**src/rtl/irqagg_pkg.sv**
```systemverilog
package irqagg_pkg;
  localparam int ADDR_W = 3;

  typedef enum logic [ADDR_W-1:0] {
    IDX_PEND     = 3'd0,
    IDX_PEND_ALT = 3'd1,
    IDX_MASK     = 3'd2,
    IDX_LEVEL    = 3'd3,
    IDX_TARGET   = 3'd4
  } reg_idx_t;
endpackage

```
**src/rtl/irqagg_sync.sv**
```systemverilog
module irqagg_sync #(
  parameter int W      = 11,
  parameter int STAGES = 2
) (
  input  logic         clk,
  input  logic         rst_n,
  input  logic [W-1:0] async_in,
  output logic [W-1:0] sync_out
);
  logic [W-1:0] stage_q [STAGES];

  generate
    for (genvar s = 0; s < STAGES; s++) begin : g_stage
      if (s == 0) begin : g_first
        always_ff @(posedge clk or negedge rst_n) begin
          if (!rst_n) stage_q[s] <= '0;
          else        stage_q[s] <= async_in;
        end
      end else begin : g_next
        always_ff @(posedge clk or negedge rst_n) begin
          if (!rst_n) stage_q[s] <= '0;
          else        stage_q[s] <= stage_q[s-1];
        end
      end
    end
  endgenerate

  assign sync_out = stage_q[STAGES-1];
endmodule

```
**src/rtl/irqagg_capture.sv**
```systemverilog
module irqagg_capture #(
  parameter int           W    = 11,
  parameter logic [W-1:0] IMPL = 11'h5FF
) (
  input  logic         clk,
  input  logic         rst_n,
  input  logic [W-1:0] level,
  input  logic [W-1:0] enable,
  input  logic         clear,
  output logic [W-1:0] pend_q,
  output logic [W-1:0] change_en
);
  logic [W-1:0] prev_q;
  logic [W-1:0] pend_d;

  // Either edge counts; only enabled, implemented lines are kept.
  always_comb begin
    change_en = (level ^ prev_q) & enable & IMPL;
    pend_d    = (clear ? '0 : pend_q) | change_en;
  end

  always_ff @(posedge clk or negedge rst_n) begin
    if (!rst_n) begin
      prev_q <= '0;
      pend_q <= '0;
    end else begin
      prev_q <= level;
      pend_q <= pend_d;
    end
  end
endmodule

```
**src/rtl/irqagg_msg.sv**
```systemverilog
module irqagg_msg #(
  parameter int WORD_W = 32
) (
  input  logic              clk,
  input  logic              rst_n,
  input  logic              launch,
  input  logic [WORD_W-1:0] target,
  input  logic              ready,
  output logic              valid_q,
  output logic [WORD_W-1:0] word_q
);
  logic busy;
  logic defer_q;
  logic valid_d;
  logic defer_d;
  logic load_en;

  always_comb begin
    busy    = valid_q & ~ready;
    valid_d = busy | launch | defer_q;
    defer_d = busy & (launch | defer_q);
    load_en = ~busy & (launch | defer_q);
  end

  always_ff @(posedge clk or negedge rst_n) begin
    if (!rst_n) begin
      valid_q <= 1'b0;
      defer_q <= 1'b0;
      word_q  <= '0;
    end else begin
      valid_q <= valid_d;
      defer_q <= defer_d;
      if (load_en) word_q <= target;
    end
  end
endmodule

```
**src/rtl/irq_msg_aggregator.sv**
```systemverilog
module irq_msg_aggregator
  import irqagg_pkg::*;
#(
  parameter int                 N_LINES     = 11,
  parameter logic [N_LINES-1:0] IMPL        = 11'h5FF,
  parameter int                 WORD_W      = 32,
  parameter int                 SYNC_STAGES = 2
) (
  input  logic               clk,
  input  logic               rst_n,
  input  logic [N_LINES-1:0] irq_in,
  input  logic [ADDR_W-1:0]  reg_addr,
  input  logic               reg_wr,
  input  logic               reg_rd,
  input  logic [WORD_W-1:0]  reg_wdata,
  output logic [WORD_W-1:0]  reg_rdata,
  output logic               msg_valid,
  input  logic               msg_ready,
  output logic [WORD_W-1:0]  msg_word,
  output logic               retrig_pulse
);
  localparam int PAD_W = WORD_W - N_LINES;

  logic [1:0]         rs_q;
  logic               rst_n_int;
  logic [N_LINES-1:0] level;
  logic [N_LINES-1:0] mask_q;
  logic [N_LINES-1:0] mask_d;
  logic [WORD_W-1:0]  target_q;
  logic [WORD_W-1:0]  target_d;
  logic               retrig_q;
  logic               retrig_d;
  logic [N_LINES-1:0] pend_q;
  logic [N_LINES-1:0] change_en;
  logic               pend_clear;
  logic               mask_we;
  logic               target_we;
  reg_idx_t           idx;

  // Reset: asserted asynchronously, released on the clock.
  always_ff @(posedge clk or negedge rst_n) begin
    if (!rst_n) rs_q <= 2'b00;
    else        rs_q <= {rs_q[0], 1'b1};
  end
  assign rst_n_int = rs_q[1];

  irqagg_sync #(.W(N_LINES), .STAGES(SYNC_STAGES)) u_sync (
    .clk      (clk),
    .rst_n    (rst_n_int),
    .async_in (irq_in),
    .sync_out (level)
  );

  irqagg_capture #(.W(N_LINES), .IMPL(IMPL)) u_capture (
    .clk       (clk),
    .rst_n     (rst_n_int),
    .level     (level),
    .enable    (mask_q),
    .clear     (pend_clear),
    .pend_q    (pend_q),
    .change_en (change_en)
  );

  irqagg_msg #(.WORD_W(WORD_W)) u_msg (
    .clk     (clk),
    .rst_n   (rst_n_int),
    .launch  (|change_en),
    .target  (target_q),
    .ready   (msg_ready),
    .valid_q (msg_valid),
    .word_q  (msg_word)
  );

  always_comb begin
    idx        = reg_idx_t'(reg_addr);
    pend_clear = reg_rd & ((idx == IDX_PEND) | (idx == IDX_PEND_ALT));
    mask_we    = reg_wr & (idx == IDX_MASK);
    target_we  = reg_wr & (idx == IDX_TARGET);
    mask_d     = reg_wdata[N_LINES-1:0];
    target_d   = reg_wdata;
    retrig_d   = mask_we & |(mask_d & ~mask_q & level);
  end

  always_ff @(posedge clk or negedge rst_n_int) begin
    if (!rst_n_int) begin
      mask_q   <= '0;
      target_q <= '0;
      retrig_q <= 1'b0;
    end else begin
      if (mask_we)   mask_q   <= mask_d;
      if (target_we) target_q <= target_d;
      retrig_q <= retrig_d;
    end
  end

  assign retrig_pulse = retrig_q;

  always_comb begin
    case (idx)
      IDX_PEND, IDX_PEND_ALT: reg_rdata = {{PAD_W{1'b0}}, pend_q};
      IDX_MASK:               reg_rdata = {{PAD_W{1'b0}}, mask_q};
      IDX_LEVEL:              reg_rdata = {{PAD_W{1'b0}}, level};
      IDX_TARGET:             reg_rdata = target_q;
      default:                reg_rdata = '0;
    endcase
  end
endmodule

```
**config.mk**
```make
export PLATFORM = sky130hd
export DESIGN_NAME = irq_msg_aggregator
export DESIGN_NICKNAME = d
export VERILOG_FILES = /design/src/rtl/irqagg_pkg.sv /design/src/rtl/irqagg_sync.sv /design/src/rtl/irqagg_capture.sv /design/src/rtl/irqagg_msg.sv /design/src/rtl/irq_msg_aggregator.sv
export SDC_FILE = /design/constraint.sdc
export NUM_CORES = 1
export LEC_CHECK = 0
export ABC_AREA = 1
export BUFFER_PORTS_ARGS = -buffer_cell sky130_fd_sc_hd__buf_4
export CAP_MARGIN = 20
export CORE_MARGIN = 4
export CORE_UTILIZATION = 53
export CTS_CLUSTER_SIZE = 30
export DETAILED_ROUTE_END_ITERATION = 6
export PLACE_DENSITY = 0.79
export SLEW_MARGIN = 15
export SYNTH_ARGS = -nofsm -noshare
export SYNTH_HDL_FRONTEND = slang
export SYNTH_SLANG_ARGS = --single-unit
```
**constraint.sdc**
```tcl
create_clock -name clk -period 4.2 [get_ports clk]
set_clock_uncertainty 0.1 [all_clocks]
set_input_delay 0.63 -clock clk [delete_from_list [all_inputs] [get_ports clk]]
set_output_delay 0.63 -clock clk [all_outputs]
set_load 0.05 [all_outputs]
```
==> results.sh <==
export IMPL_die_area_um2=10800
export IMPL_slowest_stage="clkinv_1"
export IMPL_die_x_um=104
export IMPL_syn_avg_cell_area_um2=9.10
export IMPL_setup_viol=0
export IMPL_synth_edff_count=0
export IMPL_max_cap_violations=0
export IMPL_synth_top_family_by_area="simple AND/OR/NAND/NOR gates"
export IMPL_ys_ff_latch=122
export IMPL_synth_compound_area_share_pct=9.02
export IMPL_grt_setup_unrepaired="false"
export IMPL_end_kind="primary output"
export IMPL_required_ns=3.47
export IMPL_clk_latency_ns=0.51
export IMPL_h_tree_depth=4
export IMPL_crit_chain="buf_4 > inv_1 > nor2_1 > nand2_1 > clkinv_1 > a22oi_1 > o211ai_1 > buf_4"
export IMPL_finalCriticalPeriod_ns=2.77
export IMPL_initial_utilization_pct=55.4
export IMPL_power_density_nw_per_um2=619
export IMPL_hold_end="u_sync.stage_q[11]"
export IMPL_power_mw=3.96
export IMPL_root_buffer="clkbuf_8"
export IMPL_routabilityCongestion=0.832
export IMPL_outcome="completed"
export IMPL_p_leak_nw=3.44
export IMPL_rr_worst_depth=9
export IMPL_synthArstFlopShare_pct=100
export IMPL_period_share_pct=66.0
export IMPL_synth_xor_xnor_area_share_pct=0
export IMPL_cp_startpoint="reg_addr[1]"
export IMPL_grt_max_degree=65
export IMPL_vias_per_cell=5.27
export IMPL_wl_per_cell_um=15.6
export IMPL_cts_tree="done"
export IMPL_muxShareOfSynthArea_pct=0
export IMPL_timing_fmax_mhz=361
export IMPL_postPlaceCellArea_um2=5810
export IMPL_synth_fp_nets=589
export IMPL_slew_violations=0
export IMPL_grt_pass1_wl_um=19700
export IMPL_cts_made_buffers=17
export IMPL_crit_arrival_ns=2.04
export IMPL_first_global_vias=4055
export IMPL_design_area_um2=6400
export IMPL_cp_max_fo=9
export IMPL_drive_above_1_share_pct=23.8
export IMPL_r2r_slack_ns=2.06
export IMPL_synth_cell_types=27
export IMPL_cts_resized=0
export IMPL_io_pins=117
export IMPL_holdPathStages=1
export IMPL_ys_flop_type="dfrtp_1"
export IMPL_vdd_drop_max_mv=0.381
export IMPL_remaining_drc_errors=0
export IMPL_crit_path_frequent_cell="buf_4"
export IMPL_synth_simple_area_share_pct=20.6
export IMPL_max_slew_margin_pct=43.3
export IMPL_dp_final_hpwl_um=8180
export IMPL_first_iter_violations=256
export IMPL_rr_endpoint="u_msg.word_q[13]"
export IMPL_area_growth_pct=30.6
export IMPL_gr_total_overflow=0
export IMPL_path_clk_slew_ns=0.06
export IMPL_antenna_left=0
export IMPL_antenna_found_initial=0
export IMPL_criticalPathCategory="input pin to primary output"
export IMPL_worstReg2RegStart="u_sync.sync_out[8]"
export IMPL_syn_area_um2=4900
export IMPL_synth_fa_ha_area_share_pct=0
export IMPL_vias=4096
export IMPL_groute_usage_overall_pct=23.1
export IMPL_finalWirelength_um=12100
export IMPL_fin_tns_setup_ns=0
export IMPL_chipHeight_um=104
export IMPL_hold_viol_final=0
export IMPL_nNetsFinal=707
export IMPL_synth_cells=538
export IMPL_rows=34
export IMPL_worst_slew_pin_slew_ns=0.848
export IMPL_portBuffers=116
export IMPL_postCtsHoldBufs=1
export IMPL_final_util_pct=72.3
export IMPL_clock_sinks=122
export IMPL_antenna_cells=0
export IMPL_hold_path_startpoint="irq_in[0]"
export IMPL_yosys_warnings=0
export IMPL_slowest_delay_ns=0.34
export IMPL_worstSetupStartpointType="input pin"
export IMPL_clk_path_buf_depth=2
export IMPL_first_pass_iters=5
export IMPL_worstHoldPathType="input pin to flop"
export IMPL_post_cts_buffers=0
export IMPL_synth_seq_area_share_pct=62.3
export IMPL_coreArea_um2=8850
==> logic make-up (layout without fill, tap and decap cells) <==
family,count (synthesis),after routing
other,1,1
and+or+nand+nor,243,243
buffers and inverters,95,226
AOI/OAI and AO/OA,77,77
DFF,122,122
==> how the worst max path moves through the flow <==
stage | end | slack [ns] | depth (start not counted)
after floorplan | mask_q[0] | 0.45 | 0
after global placement | reg_rdata[1] | 1.50 | 8
after detailed placement | target_q[27] | 1.38 | 8
after CTS | reg_rdata[4] | 1.44 | 8
after global routing | reg_rdata[0] | 1.36 | 8
final | reg_rdata[8] | 1.43 | 8
==> flip-flops by register name, summed over array words and instances (netlist names) <==
signal / count
rs_q: 2
u_capture.pend_q: 10
retrig_pulse: 1
mask_q: 11
u_sync.stage_q: 11
u_msg.word_q: 32
u_capture.prev_q: 10
u_msg.valid_q: 1
u_sync.sync_out: 11
target_q: 32
u_msg.defer_q: 1
==> Yosys cell counts, drive strengths merged, types with 2 or more instances <==
| master | n | share of area (%) |
|---|---|---|
| dfrtp | 122 | 62 |
| o21ai | 32 | 3.3 |
| nand2 | 135 | 11 |
| nand3 | 44 | 4.8 |
| inv | 72 | 5.5 |
| buf | 14 | 1.7 |
| nor2 | 56 | 4.4 |
| a22oi | 9 | 1.4 |
| nor3 | 6 | 0.61 |
| o211ai | 11 | 1.7 |
| clkbuf | 8 | 0.64 |
| a21oi | 22 | 2.2 |
| o31ai | 2 | 0.31 |
==> report_power, final <==
part	switching (mW)	total (mW)	leakage, nW	internal [mW]
clock	0.494	1.33	0.262	0.841
sequential	0.150	1.55	1.43	1.40
combinational	0.758	1.08	1.76	0.319
==> per-layer routing <==
layer | global-route usage [%] | up-vias | routed length, µm
li1 | - | 1942 | -
met1 | 26.9 | 1943 | 4750
met5 | 0 | - | 0
met4 | 11.4 | 0 | 382
met2 | 38.6 | 172 | 6060
met3 | 7.20 | 39 | 934
==> worst max-delay path: cells and delay by family <==
kind	cells	cell delay [ns]
buf+inv	4	0.73
compound gates	2	0.47
simple gates	2	0.20
==> layout by cell type, fill, tap and decap left out, types with 2 or more instances in the layout <==
| cell type | instances |
|---|---|
| nor2_2 | 3 |
| o211ai_1 | 11 |
| a21oi_1 | 22 |
| nor2_1 | 53 |
| o31ai_1 | 2 |
| clkbuf_1 | 4 |
| clkinv_4 | 3 |
| inv_1 | 69 |
| o21ai_1 | 11 |
| a22oi_1 | 9 |
| buf_4 | 119 |
| nor3_1 | 6 |
| clkinvlp_4 | 3 |
| clkbuf_16 | 16 |
| nand2_1 | 133 |
| inv_2 | 3 |
| bufinv_16 | 2 |
| nand3_1 | 43 |
| o21ai_0 | 21 |
| dfrtp_1 | 121 |
| clkinv_2 | 3 |
==> metrics by stage <==
| stage | hold WS [ns] | setup WS (ns) | instances |
|---|---|---|---|
| global route | 0.103 | 1.36 | 777 |
| floorplan | 0.231 | 0.449 | 538 |
| CTS | 0.108 | 1.44 | 776 |
| global placement | 0.231 | 1.50 | 743 |
| detailed placement | 0.236 | 1.38 | 743 |
| finish | 0.125 | 1.43 | 777 |
==> layout make-up <==
class,instances,area [µm²]
clock buffer,21,429
tap,108,135
clock inverter,11,124
multi-input combinational,321,1460
inverter,73,274
sequential,122,3060
timing repair buffer,121,923
fill,632,2450
(Power assumes the default switching activity.)
